<file path="src/rtl/bas_pkg.sv">
package bas_pkg;
   // log2 of the address window that a burst must not cross
   localparam int unsigned PAGE_LOG2  = 12;
   localparam int unsigned AXI3_LEN_W = 4;
   localparam int unsigned AXI4_LEN_W = 8;
   localparam int unsigned SIZE_W     = 3;

   // Largest legal length code for a given size code
   function automatic logic [7:0] beat_len_cap(input bit axi4, input logic [SIZE_W-1:0] sz);
      int unsigned beats;
      if (!axi4) return 8'd15;
      beats = (32'd1 << PAGE_LOG2) >> sz;
      if (beats > 32'd256) beats = 32'd256;
      return 8'(beats - 32'd1);
   endfunction
endpackage

</file>
<file path="src/rtl/bas_len_ceiling.sv">
module bas_len_ceiling #(
   parameter bit PROTO_AXI4 = 1'b1,
   parameter int LEN_W      = 8
) (
   input  logic [bas_pkg::SIZE_W-1:0] size_i,
   output logic [LEN_W-1:0]           cap_o
);
   generate
      if (PROTO_AXI4) begin : g_axi4
         localparam int unsigned FIELD_BEATS = 1 << LEN_W;
         always_comb begin
            int unsigned beats;
            beats = (32'd1 << bas_pkg::PAGE_LOG2) >> size_i;
            if (beats > FIELD_BEATS) beats = FIELD_BEATS;
            cap_o = LEN_W'(beats - 32'd1);
         end
      end else begin : g_axi3
         // 16 beats of at most 128 bytes never cross the window
         assign cap_o = '1;
      end
   endgenerate
endmodule

</file>
<file path="src/rtl/bas_size_seq.sv">
module bas_size_seq #(
   parameter int MAX_SIZE = 6
) (
   input  logic                       clk,
   input  logic                       rst_n,
   input  logic                       restart_i,
   input  logic                       step_i,
   input  logic                       sweep_i,
   input  logic [bas_pkg::SIZE_W-1:0] fix_i,
   output logic [bas_pkg::SIZE_W-1:0] size_o,
   output logic [bas_pkg::SIZE_W-1:0] size_nxt_o
);
   localparam logic [bas_pkg::SIZE_W-1:0] TOP = bas_pkg::SIZE_W'(MAX_SIZE);

   logic [bas_pkg::SIZE_W-1:0] cnt_q;
   logic [bas_pkg::SIZE_W-1:0] cnt_dec;

   assign cnt_dec = (cnt_q == '0) ? TOP : cnt_q - 1'b1;

   always_ff @(posedge clk or negedge rst_n) begin
      if (!rst_n)                  cnt_q <= TOP;
      else if (restart_i)          cnt_q <= TOP;
      else if (step_i && sweep_i)  cnt_q <= cnt_dec;
   end

   assign size_o     = sweep_i ? cnt_q : fix_i;
   // size the next transaction will carry if this cycle advances
   assign size_nxt_o = (sweep_i && step_i) ? cnt_dec : size_o;
endmodule

</file>
<file path="src/rtl/bas_len_seq.sv">
module bas_len_seq #(
   parameter int LEN_W = 8
) (
   input  logic             clk,
   input  logic             rst_n,
   input  logic             restart_i,
   input  logic             step_i,
   input  logic             sweep_i,
   input  logic [LEN_W-1:0] fix_i,
   input  logic [LEN_W-1:0] cap_cur_i,
   input  logic [LEN_W-1:0] cap_nxt_i,
   output logic [LEN_W-1:0] len_o
);
   logic [LEN_W-1:0] cnt_q;
   logic [LEN_W-1:0] adv;
   logic [LEN_W-1:0] nxt;

   always_comb begin
      adv = (cnt_q >= cap_cur_i) ? '0 : cnt_q + 1'b1;
      nxt = (adv > cap_nxt_i) ? '0 : adv;
   end

   always_ff @(posedge clk or negedge rst_n) begin
      if (!rst_n)                  cnt_q <= '0;
      else if (restart_i)          cnt_q <= '0;
      else if (step_i && sweep_i)  cnt_q <= nxt;
   end

   assign len_o = sweep_i ? cnt_q : fix_i;
endmodule

</file>
<file path="src/rtl/bas_id_seq.sv">
module bas_id_seq #(
   parameter int ID_W = 4
) (
   input  logic            clk,
   input  logic            rst_n,
   input  logic            restart_i,
   input  logic            step_i,
   input  logic            auto_i,
   input  logic [ID_W-1:0] fix_i,
   output logic [ID_W-1:0] id_o
);
   logic [ID_W-1:0] cnt_q;

   always_ff @(posedge clk or negedge rst_n) begin
      if (!rst_n)                 cnt_q <= '0;
      else if (restart_i)         cnt_q <= '0;
      else if (step_i && auto_i)  cnt_q <= cnt_q + 1'b1;
   end

   assign id_o = auto_i ? cnt_q : fix_i;
endmodule

</file>
<file path="src/rtl/burst_attr_sweep.sv">
module burst_attr_sweep #(
   parameter int DATA_W     = 512,
   parameter int ID_W       = 4,
   parameter bit PROTO_AXI4 = 1'b1
) (
   input  logic                                clk,
   input  logic                                rst_n,
   input  logic                                load_i,
   input  logic                                issue_i,
   input  logic                                len_sweep_i,
   input  logic                                size_sweep_i,
   input  logic                                id_auto_i,
   input  logic [(PROTO_AXI4 ? 8 : 4)-1:0]     len_fix_i,
   input  logic [2:0]                          size_fix_i,
   input  logic [ID_W-1:0]                     id_fix_i,
   output logic [(PROTO_AXI4 ? 8 : 4)-1:0]     len_o,
   output logic [2:0]                          size_o,
   output logic [ID_W-1:0]                     id_o
);
   localparam int LEN_W    = PROTO_AXI4 ? bas_pkg::AXI4_LEN_W : bas_pkg::AXI3_LEN_W;
   localparam int MAX_SIZE = $clog2(DATA_W / 8);

   generate
      if (DATA_W < 8 || DATA_W > 1024 || (DATA_W & (DATA_W - 1)) != 0) begin : g_bad_dw
         $error("burst_attr_sweep: DATA_W must be a power of two from 8 to 1024");
      end
      if (ID_W < 1 || ID_W > 16) begin : g_bad_idw
         $error("burst_attr_sweep: ID_W must lie in 1..16");
      end
   endgenerate

   // command configuration, captured on load
   logic                          len_sweep_q, size_sweep_q, id_auto_q;
   logic [LEN_W-1:0]              len_fix_q;
   logic [bas_pkg::SIZE_W-1:0]    size_fix_q;
   logic [ID_W-1:0]               id_fix_q;

   always_ff @(posedge clk or negedge rst_n) begin
      if (!rst_n) begin
         len_sweep_q  <= 1'b0;
         size_sweep_q <= 1'b0;
         id_auto_q    <= 1'b0;
         len_fix_q    <= '0;
         size_fix_q   <= '0;
         id_fix_q     <= '0;
      end else if (load_i) begin
         len_sweep_q  <= len_sweep_i;
         size_sweep_q <= size_sweep_i;
         id_auto_q    <= id_auto_i;
         len_fix_q    <= len_fix_i;
         size_fix_q   <= size_fix_i;
         id_fix_q     <= id_fix_i;
      end
   end

   // load wins over a simultaneous issue
   logic adv;
   assign adv = issue_i & ~load_i;

   logic [bas_pkg::SIZE_W-1:0] size_cur, size_nxt;
   logic [LEN_W-1:0]           cap_cur, cap_nxt;

   bas_size_seq #(.MAX_SIZE(MAX_SIZE)) u_size (
      .clk       (clk),
      .rst_n     (rst_n),
      .restart_i (load_i),
      .step_i    (adv),
      .sweep_i   (size_sweep_q),
      .fix_i     (size_fix_q),
      .size_o    (size_cur),
      .size_nxt_o(size_nxt)
   );

   bas_len_ceiling #(.PROTO_AXI4(PROTO_AXI4), .LEN_W(LEN_W)) u_cap_cur (
      .size_i(size_cur),
      .cap_o (cap_cur)
   );

   bas_len_ceiling #(.PROTO_AXI4(PROTO_AXI4), .LEN_W(LEN_W)) u_cap_nxt (
      .size_i(size_nxt),
      .cap_o (cap_nxt)
   );

   bas_len_seq #(.LEN_W(LEN_W)) u_len (
      .clk       (clk),
      .rst_n     (rst_n),
      .restart_i (load_i),
      .step_i    (adv),
      .sweep_i   (len_sweep_q),
      .fix_i     (len_fix_q),
      .cap_cur_i (cap_cur),
      .cap_nxt_i (cap_nxt),
      .len_o     (len_o)
   );

   bas_id_seq #(.ID_W(ID_W)) u_id (
      .clk       (clk),
      .rst_n     (rst_n),
      .restart_i (load_i),
      .step_i    (adv),
      .auto_i    (id_auto_q),
      .fix_i     (id_fix_q),
      .id_o      (id_o)
   );

   assign size_o = size_cur;
endmodule

</file>
<file path="config.mk">
export PLATFORM = sky130hd
export DESIGN_NAME = burst_attr_sweep
export DESIGN_NICKNAME = d
export VERILOG_FILES = /design/src/rtl/bas_pkg.sv /design/src/rtl/bas_len_ceiling.sv /design/src/rtl/bas_size_seq.sv /design/src/rtl/bas_len_seq.sv /design/src/rtl/bas_id_seq.sv /design/src/rtl/burst_attr_sweep.sv
export SDC_FILE = /design/constraint.sdc
export NUM_CORES = 1
export LEC_CHECK = 0
export ABC_CLOCK_PERIOD_IN_PS = 5390
export BUFFER_PORTS_ARGS = -buffer_cell sky130_fd_sc_hd__buf_4
export CAP_MARGIN = 20
export CORE_MARGIN = 2
export CORE_UTILIZATION = 35
export DETAILED_ROUTE_END_ITERATION = 10
export PLACE_DENSITY = 0.65
export SETUP_SLACK_MARGIN = 0.4
export SLEW_MARGIN = 25
export SYNTH_ARGS = -nofsm -noshare
export SYNTH_HDL_FRONTEND = slang
export SYNTH_SLANG_ARGS = --single-unit
export TNS_END_PERCENT = 50
</file>
<file path="constraint.sdc">
create_clock -name clk -period 5.39 [get_ports clk]
set_input_delay 1.078 -clock clk [delete_from_list [all_inputs] [get_ports clk]]
set_output_delay 1.078 -clock clk [all_outputs]
set_load 0.01 [all_outputs]
</file>
=== After elaboration in Yosys (flattened, before gate mapping) ===
Cells that the tools add are included.

* Bits in registers: 33
* Bits in latches: 0
* Memory bits (writable): 0
* ROM bits: 0
* Output and inout port bits: 15
* Memories kept: 0

* $add $sub $neg: 5
* $mul: 0
* Divide/modulo/power cells: 0
* Magnitude comparators: 4
* Equality and inequality tests: 0
* Shifts and indexed selects: 2
* Multiplexer cells: 15
* Bitwise operators: 2
* Reductions and logical operators: 7

{| class="wikitable"
|+ Operators with widths
! kind !! number
|-
| > comparator 32 x 9 -> 1 bit, second input constant || 2
|-
| right shift 13 x 3 -> 32 bit, first input constant || 2
|-
| 2-to-1 mux 8 bit || 7
|-
| subtractor 8 x 1 -> 8 bit, second input constant || 2
|-
| 2-to-1 mux 3 bit || 5
|-
| 2-to-1 mux 4 bit || 3
|-
| adder 8 x 1 -> 8 bit, second input constant || 1
|-
| greater-or-equal comparator 8 bit || 1
|-
| > comparator 8 bit || 1
|-
| nonzero test 2 bit || 3
|-
| adder 4 x 1 -> 4 bit, second input constant || 1
|-
| logical AND 1 bit || 3
|-
| zero test 3 bit || 1
|-
| subtractor 3 x 1 -> 3 bit, second input constant || 1
|-
| AND 1 bit || 1
|-
| NOT 1 bit || 1
|}

=== Logic depth before layout (Yosys ltp) ===
* Word-level depth: 12
* Gate-level depth with buffers: 18
* Gate-level depth less buffers: 17

=== Hierarchy ===
A second synthesis with hierarchy kept.

* Cells, all modules: 254
* Area total of the unflattened synthesis: 2572.5 um^2

{| class="wikitable"
|+ By module, submodules not included
! module !! instances !! cells each !! area an instance (um^2) !! seq. area each (um^2)
|-
| bas_len_seq || 1 || 133 || 1133.6 || 200.2
|-
| burst_attr_sweep || 1 || 39 || 726.9 || 450.4
|-
| bas_size_seq || 1 || 35 || 294.0 || 77.6
|-
| bas_id_seq || 1 || 23 || 245.2 || 100.1
|-
| bas_len_ceiling || 2 || 12 || 86.3 || 0.0
|}

=== Worst setup path before layout ===
Ideal clock, no wire load.

* Kind: reg2reg
* Start: register size_sweep_q
* End: register u_len.cnt_q[0]
* Library setup time: 0.083 ns
* Arrival time: 3.156 ns
* Setup slack: 2.152 ns
* Cell stages (with the launch flop): 18
* Buffers on the path: 1
* Period minus slack after synthesis: 3.238 ns
* Cell sequence: dfrtp_1 > buf_6 > and2b_2 > a32o_1 > nand2_1 > ha_1 > xnor2_1 > ha_1 > and3_1 > o41ai_1 > nand2_1 > inv_1 > ha_1 > a21o_1 > a21oi_1 > o21bai_1 > nand3_1 > o21ai_0

* Word-level cells in the longest chain between the ends: 11
* Elaborated cells between the ends (all ways): 17
* Classes of those cells: add/sub: 2; order compare: 4; shift: 2; mux: 8; reduce/logical: 1

{| class="wikitable"
|+ RTL lines
! element !! RTL line !! text
|-
| start: declaration || burst_attr_sweep.sv:33 || <nowiki>logic len_sweep_q, size_sweep_q, id_auto_q;</nowiki>
|-
| start signal: assignment || burst_attr_sweep.sv:48 || <nowiki>size_sweep_q <= size_sweep_i;</nowiki>
|-
| 2-to-1 mux 3 bit || bas_size_seq.sv:26 || <nowiki>assign size_o = sweep_i ? cnt_q : fix_i;</nowiki>
|-
| right shift 13 x 3 -> 32 bit || bas_len_ceiling.sv:13 || <nowiki>beats = (32'd1 << bas_pkg::PAGE_LOG2) >> size_i;</nowiki>
|-
| > comparator 32 x 9 -> 1 bit || bas_len_ceiling.sv:14 || <nowiki>if (beats > FIELD_BEATS) beats = FIELD_BEATS;</nowiki>
|-
| 2-to-1 mux 8 bit || bas_len_ceiling.sv:14 ||
|-
| subtractor 8 x 1 -> 8 bit || bas_len_ceiling.sv:15 || <nowiki>cap_o = LEN_W'(beats - 32'd1);</nowiki>
|-
| greater-or-equal comparator 8 bit || bas_len_seq.sv:19 || <nowiki>adv = (cnt_q >= cap_cur_i) ? '0 : cnt_q + 1'b1;</nowiki>
|-
| 2-to-1 mux 8 bit || bas_len_seq.sv:19 ||
|-
| > comparator 8 bit || bas_len_seq.sv:20 || <nowiki>nxt = (adv > cap_nxt_i) ? '0 : adv;</nowiki>
|-
| 2-to-1 mux 8 bit * || bas_len_seq.sv:20 ||
|-
| 2-to-1 mux 8 bit * || bas_len_seq.sv:26 || <nowiki>else if (step_i && sweep_i) cnt_q <= nxt;</nowiki>
|-
| 2-to-1 mux 8 bit * || bas_len_seq.sv:25 || <nowiki>else if (restart_i) cnt_q <= '0;</nowiki>
|-
| end signal: assignment || bas_len_seq.sv:26 ||
|-
| end: declaration || bas_len_seq.sv:14 || <nowiki>logic [LEN_W-1:0] cnt_q;</nowiki>
|}

Every way passes the cells marked *; elsewhere a longest branch is shown, timed or not. The select of a mux whose other input is x is not followed.
A chain may end at the register's enable or synchronous reset.

=== Final worst setup path ===
Ends and elaborated chain as after synthesis.

==> results.md <==
- Clock skew: 0.00208 ns
- Post-Syn Area: 2070 sq um
- Post-Syn Instances: around 200
- Number of synthesized register bits: 33
- Worst hold stages: 1
- Mapped Nets: 235
- First-pass GRT wire length: between 7000 and 8000 um
- Largest net degree at the start of global routing: 34
- Post-Synth XOR/XNOR Area: 2.54%
- Largest family of logic cells by synthesized area: multiplexers
- Critical Path RT: ~5.6 ns
- Layout cells sized above 1: a little over a third
- Worst slew pin tran: approximately 0.64 ns
- All-Layer GR Usage: 14.5%
- H-Tree Depth: 2
- Synth Area in Adders: 7.26%
- Max VDD drop: about 140 uV
- CP Max Fanout: 11
- Hold_sp: id_fix_q[1]$_DFFE_PN0P_
- Filler cells: 578
- Fin Setup TNS: 0 ns
- Fraction of registers with async set/reset: 100%
- CTS root buf: clkbuf_8
- Grt ovf: 0
- Syn. warnings: 0
- Worst reg2reg setup slack: roughly 1.7 ns
- Worst hold path endpoint: id_fix_q[1]$_DFFE_PN0P_
- Fin crit share: 68.2%
- Hold-fix buffers at CTS: 0
- Critical Path Sink Type: flop
- Mux cell area share after synthesis: between 10% and 20%
- # nets final: 270
- Reg2Reg Capture Point: u_len.cnt_q[0]$_DFFE_PN0P_
- I/O Buffers: 36
- Worst r2r src: size_sweep_q$_DFFE_PN0P_
- Number of synthesized flops with an enable pin: 0
- Unrepaired setup endpoints after global routing: false
- Initial DRC Count: 51
- Pins Over Slew Limit: 0
- Drt via density: 5.27
- Ports: 37
- Max-cap violations: 0
- Hold Path Class: reg2reg
- GPL Wtd Cong: 0.808
- Reg clk slew, reported paths: 0.07 ns
- DRT Pass-1 Iters: 4
- Complex-gate fraction of the synthesized area: 11.9%
- Crit path time final: ~3.7 ns
- Die width: about 80 um
- Setup bufs post-CTS: 0
- CTS sink count: 33
- Synth cell types: 43
- Antenna Nets Post-Route: 0
- Vias: ~1.6k
- CTS resizes: 0
- Mean routed wirelength per cell: around 14 um
- Core area: 5610 sq um
- LEAKAGE: 0.00120 uW
- Hpwl dp: just over 3000 um
- Setup CP Type: reg2reg
- Clock tree buffer depth: 2
- Top FF cell, synth: dfrtp_1
- TritonCTS Buffers: 5
- Final Hold Fails: 0
- Area delta synth->final: 19.3%
- Multi-input gate area: between 1000 and 1500 sq um
- Type of element launching the critical path: flop
- Initial antenna violation count: 0
- Diodes inserted: 0
- Status: finished clean
- Fmax: between 0.2 and 0.3 GHz
- Number of global-route vias before repair: 1570
- Final wirelength: around 4300 um
- FP Rows: 27
- Register area share after synthesis: between 40 and 50%
- Rel. slew slack: between 50 and 60%
- Simple-gate area share of the yosys netlist: between 10% and 20%
- CTS tree: built
- Pwr per Cell Area: ~250 nW/um^2
- DRC viols: 0
- Placed Cells incl. Taps: 301
- Worst Reg-to-Reg Cells: 15
- Clk_lat worst skew: roughly 0.28 ns
- FF/Latch Area: 828 sq um
- Final Non-Filler Cells: about 310
- Syn avg cell area: 10.3 sq um
- Die height: a little over 80 um
- Initial Utilization: between 30 and 40%
- Setup violators final: 0
- Die ar.: about 6500 sq um
- Worst Path Arrival: 3.88 ns
==> report_power, final <==
part           total [uW]  internal, uW  switching (uW)
registers             284           265            19.2
logic                 140          76.8            63.4
clock network         194           104            90.2
==> layer usage <==
layer / global-route usage (%) / part of all wire [%] / up-vias / wire (um)
li1: - / - / 793 / -
met1: 18.7 / 45 / 783 / 1910
met2: 22.7 / 48 / 44 / 2060
met3: 3.33 / 4.5 / 7 / 194
met4: 7.63 / 2.4 / 0 / 104
met5: 0 / 0 / - / 0
==> cell families after synthesis <==
family                     count (synthesis)
buffers and inverters                     16
and+or+nand+nor                           65
adders and majority gates                 12
DFF                                       33
AOI/OAI and AO/OA                         36
xor gates and xnor gates                   6
muxes                                     33
==> sequential cells by signal, summed over array words and instances, names as in the netlist <==
| signal | cells |
|---|---|
| len_sweep_q | 1 |
| size_sweep_q | 1 |
| u_len.cnt_q | 8 |
| size_fix_q | 3 |
| id_auto_q | 1 |
| id_fix_q | 4 |
| u_id.cnt_q | 4 |
| u_size.cnt_q | 3 |
| len_fix_q | 8 |
==> metrics by stage <==
stage               util, %  power, uW  instance area [sq um]  worst slack (ns)  hold WS, ns
finish                 44.0        619                   2470              1.71        0.502
global route           44.0        656                   2470              1.45        0.515
CTS                    44.0        629                   2470              1.79        0.508
detailed placement     42.4        431                   2380              1.72        0.493
global placement       42.4        426                   2380              1.79        0.487
floorplan                 -        377                   2070              2.15        0.477
==> synthesized netlist by cell type, types with 2 or more instances <==
master / n / area, sq um
mux2_2: 32 / 360
dfrtp_1: 31 / 776
nand2_1: 20 / 75.1
nor2_1: 16 / 60.1
ha_1: 12 / 150
a21oi_1: 9 / 45.0
nand3_1: 9 / 45.0
inv_1: 8 / 30.0
o21ai_0: 7 / 35.0
a21o_1: 3 / 22.5
a32oi_1: 3 / 26.3
and3_1: 3 / 18.8
clkbuf_1: 3 / 11.3
nand4_1: 3 / 18.8
xnor2_1: 3 / 26.3
xor2_1: 3 / 26.3
a211o_1: 2 / 17.5
and2b_2: 2 / 17.5
buf_2: 2 / 10.0
buf_6: 2 / 22.5
dfstp_2: 2 / 52.6
nor2b_1: 2 / 12.5
o211ai_1: 2 / 15.0
o21bai_1: 2 / 15.0
o31ai_1: 2 / 15.0
==> cell usage in the layout, fill, tap and decap left out, types with 2 or more instances in the layout <==
| master | netlist | final |
|---|---|---|
| o211ai_1 | 2 | 2 |
| clkbuf_8 | 0 | 6 |
| o21ai_0 | 7 | 7 |
| buf_4 | 1 | 36 |
| xor2_1 | 3 | 3 |
| ha_1 | 12 | 12 |
| o31ai_1 | 2 | 2 |
| clkbuf_1 | 3 | 2 |
| a211o_1 | 2 | 2 |
| inv_1 | 8 | 8 |
| dfrtp_1 | 31 | 31 |
| dfstp_2 | 2 | 2 |
| a32oi_1 | 3 | 3 |
| a21oi_1 | 9 | 9 |
| nand2_1 | 20 | 20 |
| nor2b_1 | 2 | 2 |
| mux2_2 | 32 | 32 |
| nor2_1 | 16 | 16 |
| o21bai_1 | 2 | 2 |
| a21o_1 | 3 | 3 |
| nand3_1 | 9 | 9 |
| and2b_2 | 2 | 2 |
| and3_1 | 3 | 3 |
| nand4_1 | 3 | 3 |
| xnor2_1 | 3 | 3 |
==> worst max path at each step <==
| stage | cells after the start | endpoint | slack [ns] | startpoint |
|---|---|---|---|---|
| 3_5_place_dp | 13 | u_len.cnt_q[0]$_DFFE_PN0P_ | 1.72 | load_i |
| 3_3_place_gp | 13 | u_len.cnt_q[0]$_DFFE_PN0P_ | 1.79 | load_i |
| 5_1_grt | 15 | u_len.cnt_q[0]$_DFFE_PN0P_ | 1.45 | size_sweep_q$_DFFE_PN0P_ |
| 4_1_cts | 15 | u_len.cnt_q[1]$_DFFE_PN0P_ | 1.79 | size_sweep_q$_DFFE_PN0P_ |
| 2_1_floorplan | 17 | u_len.cnt_q[0]$_DFFE_PN0P_ | 2.15 | size_sweep_q$_DFFE_PN0P_ |
| 6_report | 15 | u_len.cnt_q[0]$_DFFE_PN0P_ | 1.71 | size_sweep_q$_DFFE_PN0P_ |
==> area by class of cell <==
cell class              count  share of cell area, %
inverters                   8                   1.22
multi-input cells         152                   46.9
flip-flops and latches     33                   33.6
repair buffers             36                   11.0
clock buffers               8                   3.65
well taps                  72                   3.65
==> worst max-delay path: stages (launching register included) <==
cell	delay, ns
dfrtp_1	0.59
mux2i_2	0.37
inv_1	0.13
nand2_1	0.10
ha_1	0.24
ha_1	0.32
a21o_1	0.17
a21oi_1	0.23
nand2_1	0.18
nor2_1	0.16
ha_1	0.16
and4b_1	0.20
nand4_1	0.11
o21bai_1	0.37
nand3_1	0.13
o21ai_0	0.15
Power figures use the tool's default switching activity.
